==> src/rtl/fsp_pkg.sv <==
package fsp_pkg;
  localparam int FRAC_W  = 23;
  localparam int SIG_W   = FRAC_W + 1;
  localparam int MANT_W  = SIG_W + 2;
  localparam int EXPF_W  = 8;
  localparam int BIAS    = 127;
  localparam int EXP_INF = 255;
  localparam int WORD_W  = 1 + EXPF_W + FRAC_W;

  typedef enum logic [1:0] {
    CLS_ZERO = 2'd0,
    CLS_NUM  = 2'd1,
    CLS_INF  = 2'd2,
    CLS_NAN  = 2'd3
  } fsp_cls_e;

  typedef enum logic [1:0] {
    RND_NEAR = 2'd0,
    RND_ZERO = 2'd1,
    RND_DOWN = 2'd2,
    RND_UP   = 2'd3
  } fsp_rnd_e;
endpackage

==> src/rtl/fsp_in_reg.sv <==
module fsp_in_reg import fsp_pkg::*; #(
  parameter int EXP_W = 10
) (
  input  logic                    clk_i,
  input  logic                    rst_ni,
  input  logic                    valid_i,
  input  logic [1:0]              class_i,
  input  logic                    sign_i,
  input  logic [EXP_W-1:0]        exp_i,
  input  logic [MANT_W-1:0]       mant_i,
  input  logic                    sticky_i,
  input  logic [1:0]              mode_i,
  output logic                    valid_q_o,
  output logic [1:0]              class_q_o,
  output logic                    sign_q_o,
  output logic [EXP_W-1:0]        exp_q_o,
  output logic [MANT_W-1:0]       mant_q_o,
  output logic                    sticky_q_o,
  output logic [1:0]              mode_q_o
);
  always_ff @(posedge clk_i or negedge rst_ni) begin
    if (!rst_ni) begin
      valid_q_o  <= 1'b0;
      class_q_o  <= '0;
      sign_q_o   <= 1'b0;
      exp_q_o    <= '0;
      mant_q_o   <= '0;
      sticky_q_o <= 1'b0;
      mode_q_o   <= '0;
    end else begin
      valid_q_o <= valid_i;
      if (valid_i) begin
        class_q_o  <= class_i;
        sign_q_o   <= sign_i;
        exp_q_o    <= exp_i;
        mant_q_o   <= mant_i;
        sticky_q_o <= sticky_i;
        mode_q_o   <= mode_i;
      end
    end
  end
endmodule

==> src/rtl/fsp_align.sv <==
module fsp_align import fsp_pkg::*; #(
  parameter int EXP_W = 10,
  localparam int BE_W = EXP_W + 2
) (
  input  logic [EXP_W-1:0]       exp_i,
  input  logic [MANT_W-1:0]      mant_i,
  input  logic                   sticky_i,
  output logic signed [BE_W-1:0] be_o,
  output logic                   subn_o,
  output logic [SIG_W-1:0]       sig_o,
  output logic                   guard_o,
  output logic                   round_o,
  output logic                   sticky_o
);
  // beyond SH_CAP every bit is already in sticky
  localparam int SH_CAP = MANT_W + 1;
  localparam int SH_W   = $clog2(SH_CAP + 1);
  localparam int EXT_W  = MANT_W + SH_CAP;

  logic signed [BE_W-1:0] sh_full;
  logic [SH_W-1:0]        sh;
  logic [EXT_W-1:0]       ext;
  logic [MANT_W-1:0]      mant_s;

  always_comb begin
    be_o    = $signed({{2{exp_i[EXP_W-1]}}, exp_i}) + $signed(BE_W'(BIAS));
    subn_o  = (be_o < $signed(BE_W'(1)));
    sh_full = $signed(BE_W'(1)) - be_o;
    if (!subn_o)                               sh = '0;
    else if (sh_full > $signed(BE_W'(SH_CAP))) sh = SH_W'(SH_CAP);
    else                                       sh = sh_full[SH_W-1:0];
    ext      = {mant_i, {SH_CAP{1'b0}}} >> sh;
    mant_s   = ext[EXT_W-1 -: MANT_W];
    sig_o    = mant_s[MANT_W-1:2];
    guard_o  = mant_s[1];
    round_o  = mant_s[0];
    sticky_o = sticky_i | (|ext[SH_CAP-1:0]);
  end
endmodule

==> src/rtl/fsp_round.sv <==
module fsp_round import fsp_pkg::*; (
  input  logic [1:0]       mode_i,
  input  logic             sign_i,
  input  logic [SIG_W-1:0] sig_i,
  input  logic             guard_i,
  input  logic             round_i,
  input  logic             sticky_i,
  output logic [SIG_W:0]   sum_o,
  output logic             inexact_o
);
  logic up;

  always_comb begin
    inexact_o = guard_i | round_i | sticky_i;
    case (fsp_rnd_e'(mode_i))
      RND_NEAR: up = guard_i & (round_i | sticky_i | sig_i[0]);
      RND_ZERO: up = 1'b0;
      RND_DOWN: up = sign_i & inexact_o;
      default:  up = ~sign_i & inexact_o;
    endcase
    sum_o = {1'b0, sig_i} + {{SIG_W{1'b0}}, up};
  end
endmodule

==> src/rtl/fp_sgl_pack.sv <==
module fp_sgl_pack import fsp_pkg::*; #(
  parameter int IN_EXP_W = 10
) (
  input  logic                clk_i,
  input  logic                rst_ni,
  input  logic                valid_i,
  input  logic [1:0]          class_i,
  input  logic                sign_i,
  input  logic [IN_EXP_W-1:0] exp_i,
  input  logic [MANT_W-1:0]   mant_i,
  input  logic                sticky_i,
  input  logic [1:0]          rnd_mode_i,
  output logic                valid_o,
  output logic [WORD_W-1:0]   word_o,
  output logic                inexact_o,
  output logic                underflow_o,
  output logic                overflow_o,
  output logic                operr_o
);
  localparam int BE_W = IN_EXP_W + 2;

  logic                   v_q, sgn_q, stk_q;
  logic [1:0]             cls_q, mode_q;
  logic [IN_EXP_W-1:0]    exp_q;
  logic [MANT_W-1:0]      mant_q;

  logic signed [BE_W-1:0] be, exp_r;
  logic                   subn, g, r, s, inx;
  logic [SIG_W-1:0]       sig;
  logic [SIG_W:0]         sum;

  logic [WORD_W-1:0]      w_d;
  logic                   inx_d, unf_d, ovf_d, oper_d, ovf, to_inf;

  fsp_in_reg #(.EXP_W(IN_EXP_W)) u_in (
    .clk_i, .rst_ni, .valid_i, .class_i, .sign_i, .exp_i, .mant_i, .sticky_i,
    .mode_i    (rnd_mode_i),
    .valid_q_o (v_q),
    .class_q_o (cls_q),
    .sign_q_o  (sgn_q),
    .exp_q_o   (exp_q),
    .mant_q_o  (mant_q),
    .sticky_q_o(stk_q),
    .mode_q_o  (mode_q)
  );

  fsp_align #(.EXP_W(IN_EXP_W)) u_align (
    .exp_i   (exp_q),
    .mant_i  (mant_q),
    .sticky_i(stk_q),
    .be_o    (be),
    .subn_o  (subn),
    .sig_o   (sig),
    .guard_o (g),
    .round_o (r),
    .sticky_o(s)
  );

  fsp_round u_round (
    .mode_i   (mode_q),
    .sign_i   (sgn_q),
    .sig_i    (sig),
    .guard_i  (g),
    .round_i  (r),
    .sticky_i (s),
    .sum_o    (sum),
    .inexact_o(inx)
  );

  always_comb begin
    exp_r = be + $signed({{(BE_W-1){1'b0}}, sum[SIG_W]});
    ovf   = ~subn & (exp_r >= $signed(BE_W'(EXP_INF)));
    case (fsp_rnd_e'(mode_q))
      RND_NEAR: to_inf = 1'b1;
      RND_ZERO: to_inf = 1'b0;
      RND_DOWN: to_inf = sgn_q;
      default:  to_inf = ~sgn_q;
    endcase
  end

  always_comb begin
    w_d    = '0;
    inx_d  = 1'b0;
    unf_d  = 1'b0;
    ovf_d  = 1'b0;
    oper_d = 1'b0;
    case (fsp_cls_e'(cls_q))
      CLS_ZERO: w_d = {sgn_q, {(WORD_W-1){1'b0}}};
      CLS_INF:  w_d = {sgn_q, {EXPF_W{1'b1}}, {FRAC_W{1'b0}}};
      CLS_NAN:  w_d = {sgn_q, {EXPF_W{1'b1}}, mant_q[MANT_W-2:2]};
      default: begin
        inx_d = inx;
        if (subn) begin
          unf_d = 1'b1;
          // carry into the implicit-one slot yields exponent field 1
          w_d = {sgn_q, {(EXPF_W-1){1'b0}}, sum[FRAC_W], sum[FRAC_W-1:0]};
        end else if (ovf) begin
          ovf_d  = 1'b1;
          oper_d = 1'b1;
          inx_d  = 1'b1;
          w_d = to_inf ? {sgn_q, {EXPF_W{1'b1}}, {FRAC_W{1'b0}}}
                       : {sgn_q, {(EXPF_W-1){1'b1}}, 1'b0, {FRAC_W{1'b1}}};
        end else begin
          // a 2.0 significand leaves sum[FRAC_W-1:0] zero
          w_d = {sgn_q, exp_r[EXPF_W-1:0], sum[FRAC_W-1:0]};
        end
      end
    endcase
  end

  always_ff @(posedge clk_i or negedge rst_ni) begin
    if (!rst_ni) begin
      valid_o     <= 1'b0;
      word_o      <= '0;
      inexact_o   <= 1'b0;
      underflow_o <= 1'b0;
      overflow_o  <= 1'b0;
      operr_o     <= 1'b0;
    end else begin
      valid_o <= v_q;
      if (v_q) begin
        word_o      <= w_d;
        inexact_o   <= inx_d;
        underflow_o <= unf_d;
        overflow_o  <= ovf_d;
        operr_o     <= oper_d;
      end
    end
  end
endmodule

==> config.mk <==
export PLATFORM = sky130hd
export DESIGN_NAME = fp_sgl_pack
export DESIGN_NICKNAME = d
export VERILOG_FILES = /design/src/rtl/fsp_pkg.sv /design/src/rtl/fsp_in_reg.sv /design/src/rtl/fsp_align.sv /design/src/rtl/fsp_round.sv /design/src/rtl/fp_sgl_pack.sv
export SDC_FILE = /design/constraint.sdc
export NUM_CORES = 1
export LEC_CHECK = 0
export ABC_AREA = 1
export ABC_CLOCK_PERIOD_IN_PS = 17900
export BUFFER_PORTS_ARGS = -buffer_cell sky130_fd_sc_hd__buf_2
export CAP_MARGIN = 20
export CORE_MARGIN = 4
export CORE_UTILIZATION = 49
export DETAILED_ROUTE_END_ITERATION = 12
export PLACE_DENSITY = 0.71
export RECOVER_POWER = 50
export SLEW_MARGIN = 20
export SYNTH_ARGS = -nofsm -noshare
export SYNTH_HDL_FRONTEND = slang
export SYNTH_SLANG_ARGS = --single-unit
==> constraint.sdc <==
create_clock -name clk_i -period 17.9 [get_ports clk_i]
set_input_delay 1.79 -clock clk_i [delete_from_list [all_inputs] [get_ports clk_i]]
set_output_delay 1.79 -clock clk_i [all_outputs]
set_load 0.02 [all_outputs]
==> impl_results.md <==
- Starting density of the core: 50.7%
- Ys flop type: dfrtp_1
- DRC viols: 0
- CTS sink count: 79
- Total track usage: between 20% and 30%
- DR pass1 iterations: 7
- Pre-CTS setup slack: around 8.5 ns
- Cts hold-fix bufs: 0
- Worst Setup Start Kind: flop
- Die H: 129 um
- Pins Over Slew Limit: about 220
- Fmax: 0.103 GHz
- Routed WL: 23500 um
- Yosys warning count: 0
- IO Port Bufs: 81
- Critical path's most frequent cell: nand2_1
- Commonest cells after routing, fill and taps aside: nand2_1, nand3_1, nor2_1, o21ai_0, buf_2
- Synth cell types: 50
- Register area share after synthesis: between 20% and 30%
- Gr ovfl total: 0
- Delay-heaviest family, CP: simple AND/OR/NAND/NOR gates
- Crit path max fanout: 37
- Flop2flop setup slack: roughly 8.2 ns
- Setup crit end kind: flop
- WP data arrival: between 9 and 10 ns
- Post-synthesis cell area: 7120 um2
- Setup TNS: 0 ns
- Ant. Diodes: 0
- First-pass GRT wire length: approximately 37000 um
- Crit Reg-Reg Startpoint: u_in.exp_q_o[0]
- Max-slew headroom: -172%
- Cell taking the most area after synthesis: dfrtp_1
- Top-area cell type share of the netlist area: approximately 28%
- DRT iter0 DRCs: roughly 900
- Post-Syn Nets: between 1000 and 1500
- Routed WL per cell: between 15 and 20 um
- Final Critical Period: about 9.7 ns
- # fillers: around 1400
- Num ports: between 80 and 90
- Largest net degree at the start of global routing: between 80 and 90
- Clk Tree Root Cell: clkbuf_16
- Setup ws final: approximately 8.2 ns
- Top cells by area, synth: dfrtp_1, nand2_1, nand3_1
- Outcome: finished with violations
- Syn avg cell area: 6.34 um2
- Final worst-path cycle share: approximately 54%
- RSZ-0062 raised after global routing: no
- Initial antenna violation count: 0
- Share of flip-flops with an asynchronous set or reset: between 90% and 100%
- CTS Buf Count: 9
- Critical path origin: u_in.exp_q_o[0]
- CTS clock-pin slew for the worst setup and hold paths: 0.06 ns
- Skew final: 0.00542 ns
- Worst Hold Class: flop to flop
- Cts repair resizes: 0
- Skew-Pair Late Insertion Delay: approximately 0.34 ns
- Die area: 16500 um2
- Vias in the first global route: just over 7000
- Core ar.: 14000 um2
- Synth Register Bits: between 70 and 80
- Most common cell after layout, fill and taps aside: nand2_1
- Die width: about 130 um
- CTS tree: built
- PD cells: between 100 and 150 nW/um2
- Max-cap viol count: 3
- GP Congestion: between 1 and 1.5
- Slowest stage delay, CP: 0.76 ns
- CP required: about 18 ns
- Pleak: 3.86 nW
- Final ANT Viol Nets: 0
- Critical path buffers and inverters: 5
- Rows: 43
- Hpwl dp: 18100 um
- Crit path kind: flop to flop
- Detailed-route via count: 7729
- Crit-path slowest cell: a21oi_4
- HP Start: word_o[31]
- Hold Vio Cnt, Final: 0
- Worst Tran Pin Value: slightly above 4 ns
- H-tree depth: 3
- Drt via density: 5.71
- Synth-to-Final Area Change: 9.45%
- Net total in the final layout: around 1200
- Postcts setup bufs: 0
- Placed cell count: about 1300
- Peak VDD IR: roughly 0.000075 V
- Cells after Synth: 1124
- Failing checks: max-capacitance violations, max-slew violations
- Setup violators final: 0
- EDFF count, synth: 0
- Layout cells sized above 1: between 10% and 20%
- Final cell count without fillers: 1354
- Total power: 797 uW
- Clock buffer depth: 2
flip-flops by register name, indices dropped and copies added (netlist names):
| name | count |
|---|---|
| operr_o | 1 |
| valid_o | 1 |
| u_in.class_q_o | 2 |
| underflow_o | 1 |
| u_in.mode_q_o | 2 |
| u_in.sticky_q_o | 1 |
| u_in.exp_q_o | 10 |
| word_o | 32 |
| u_in.valid_q_o | 1 |
| inexact_o | 1 |
| u_in.sign_q_o | 1 |
| u_in.mant_q_o | 26 |
worst paths after layout:
kind	end	depth (start not counted)
setup / recovery	word_o[3]	46
hold / removal	word_o[31]	2
setup reg to reg	word_o[3]	46
hold reg to reg	word_o[31]	2
max in group asynchronous	word_o[29]	1
min in group asynchronous	u_in.exp_q_o[3]	1
cells in the mapped netlist, types with 6 or more instances:
master	instances
inv_1	78
nand3_2	15
o21ai_0	81
clkbuf_1	24
nand4_1	18
a31oi_1	8
nand2_2	28
ha_1	8
nor2_2	22
a21oi_1	27
dfrtp_1	79
buf_6	8
xor2_1	7
nand3_1	187
nand2_1	341
buf_2	14
nor2_1	93
nor3_1	6
o21ai_1	8
inv_2	17
buf_4	6
per-stage QoR:
stage | util [%] | cell area [um2] | hold slack [ns]
finish | 55.5 | 7800 | 0.487
global route | 55.5 | 7800 | 0.521
CTS | 55.6 | 7810 | 0.492
detailed placement | 53.4 | 7500 | 0.477
global placement | 53.4 | 7500 | 0.467
floorplan | - | 7120 | 0.352
final cells by class:
cell class              count  area (um2)  area share, %
inverters                  96         362           4.64
multi-input cells         896        4490           57.5
well taps                 180         225           2.89
clock buffers               9         225           2.89
repair buffers             87         442           5.66
clock inverters             7        80.1           1.03
flip-flops and latches     79        1980           25.4
power by group:
| part | switching, mW | total, mW | internal [mW] |
|---|---|---|---|
| Clock | 0.0784 | 0.188 | 0.110 |
| Sequential | 0.0159 | 0.214 | 0.199 |
| Combinational | 0.284 | 0.395 | 0.111 |
| Total | 0.378 | 0.797 | 0.419 |
logic make-up (layout without fill, tap and decap cells):
group | after synthesis | after routing | synth area share [%]
AO/OA/AOI/OAI | 142 | 142 | 11.1
XOR/XNOR | 10 | 10 | 1.70
AND/OR/NAND/NOR | 732 | 732 | 48.1
multiplexers | 4 | 4 | 0.632
flip-flops | 79 | 79 | 27.7
adder cells (fa/ha/maj) | 8 | 8 | 1.41
buffers and inverters | 149 | 199 | 9.27
layer usage:
metal,routed length [um],global-route usage [%],vias up
met5,0,0,-
met2,10900,45.8,395
met4,685,8.34,0
met1,9940,40.0,3502
met3,1990,4.82,55
li1,-,-,3777
worst reg2reg max path: cells and delay by family (launching register included):
| kind | cells | cell delay [ns] |
|---|---|---|
| compound gates | 5 | 1.67 |
| xor+xnor | 2 | 0.33 |
| fa+ha+maj | 5 | 1.32 |
| buf+inv | 5 | 1.42 |
| flops | 1 | 0.37 |
| simple gates | 29 | 4.54 |
(Power assumes the default switching activity.)
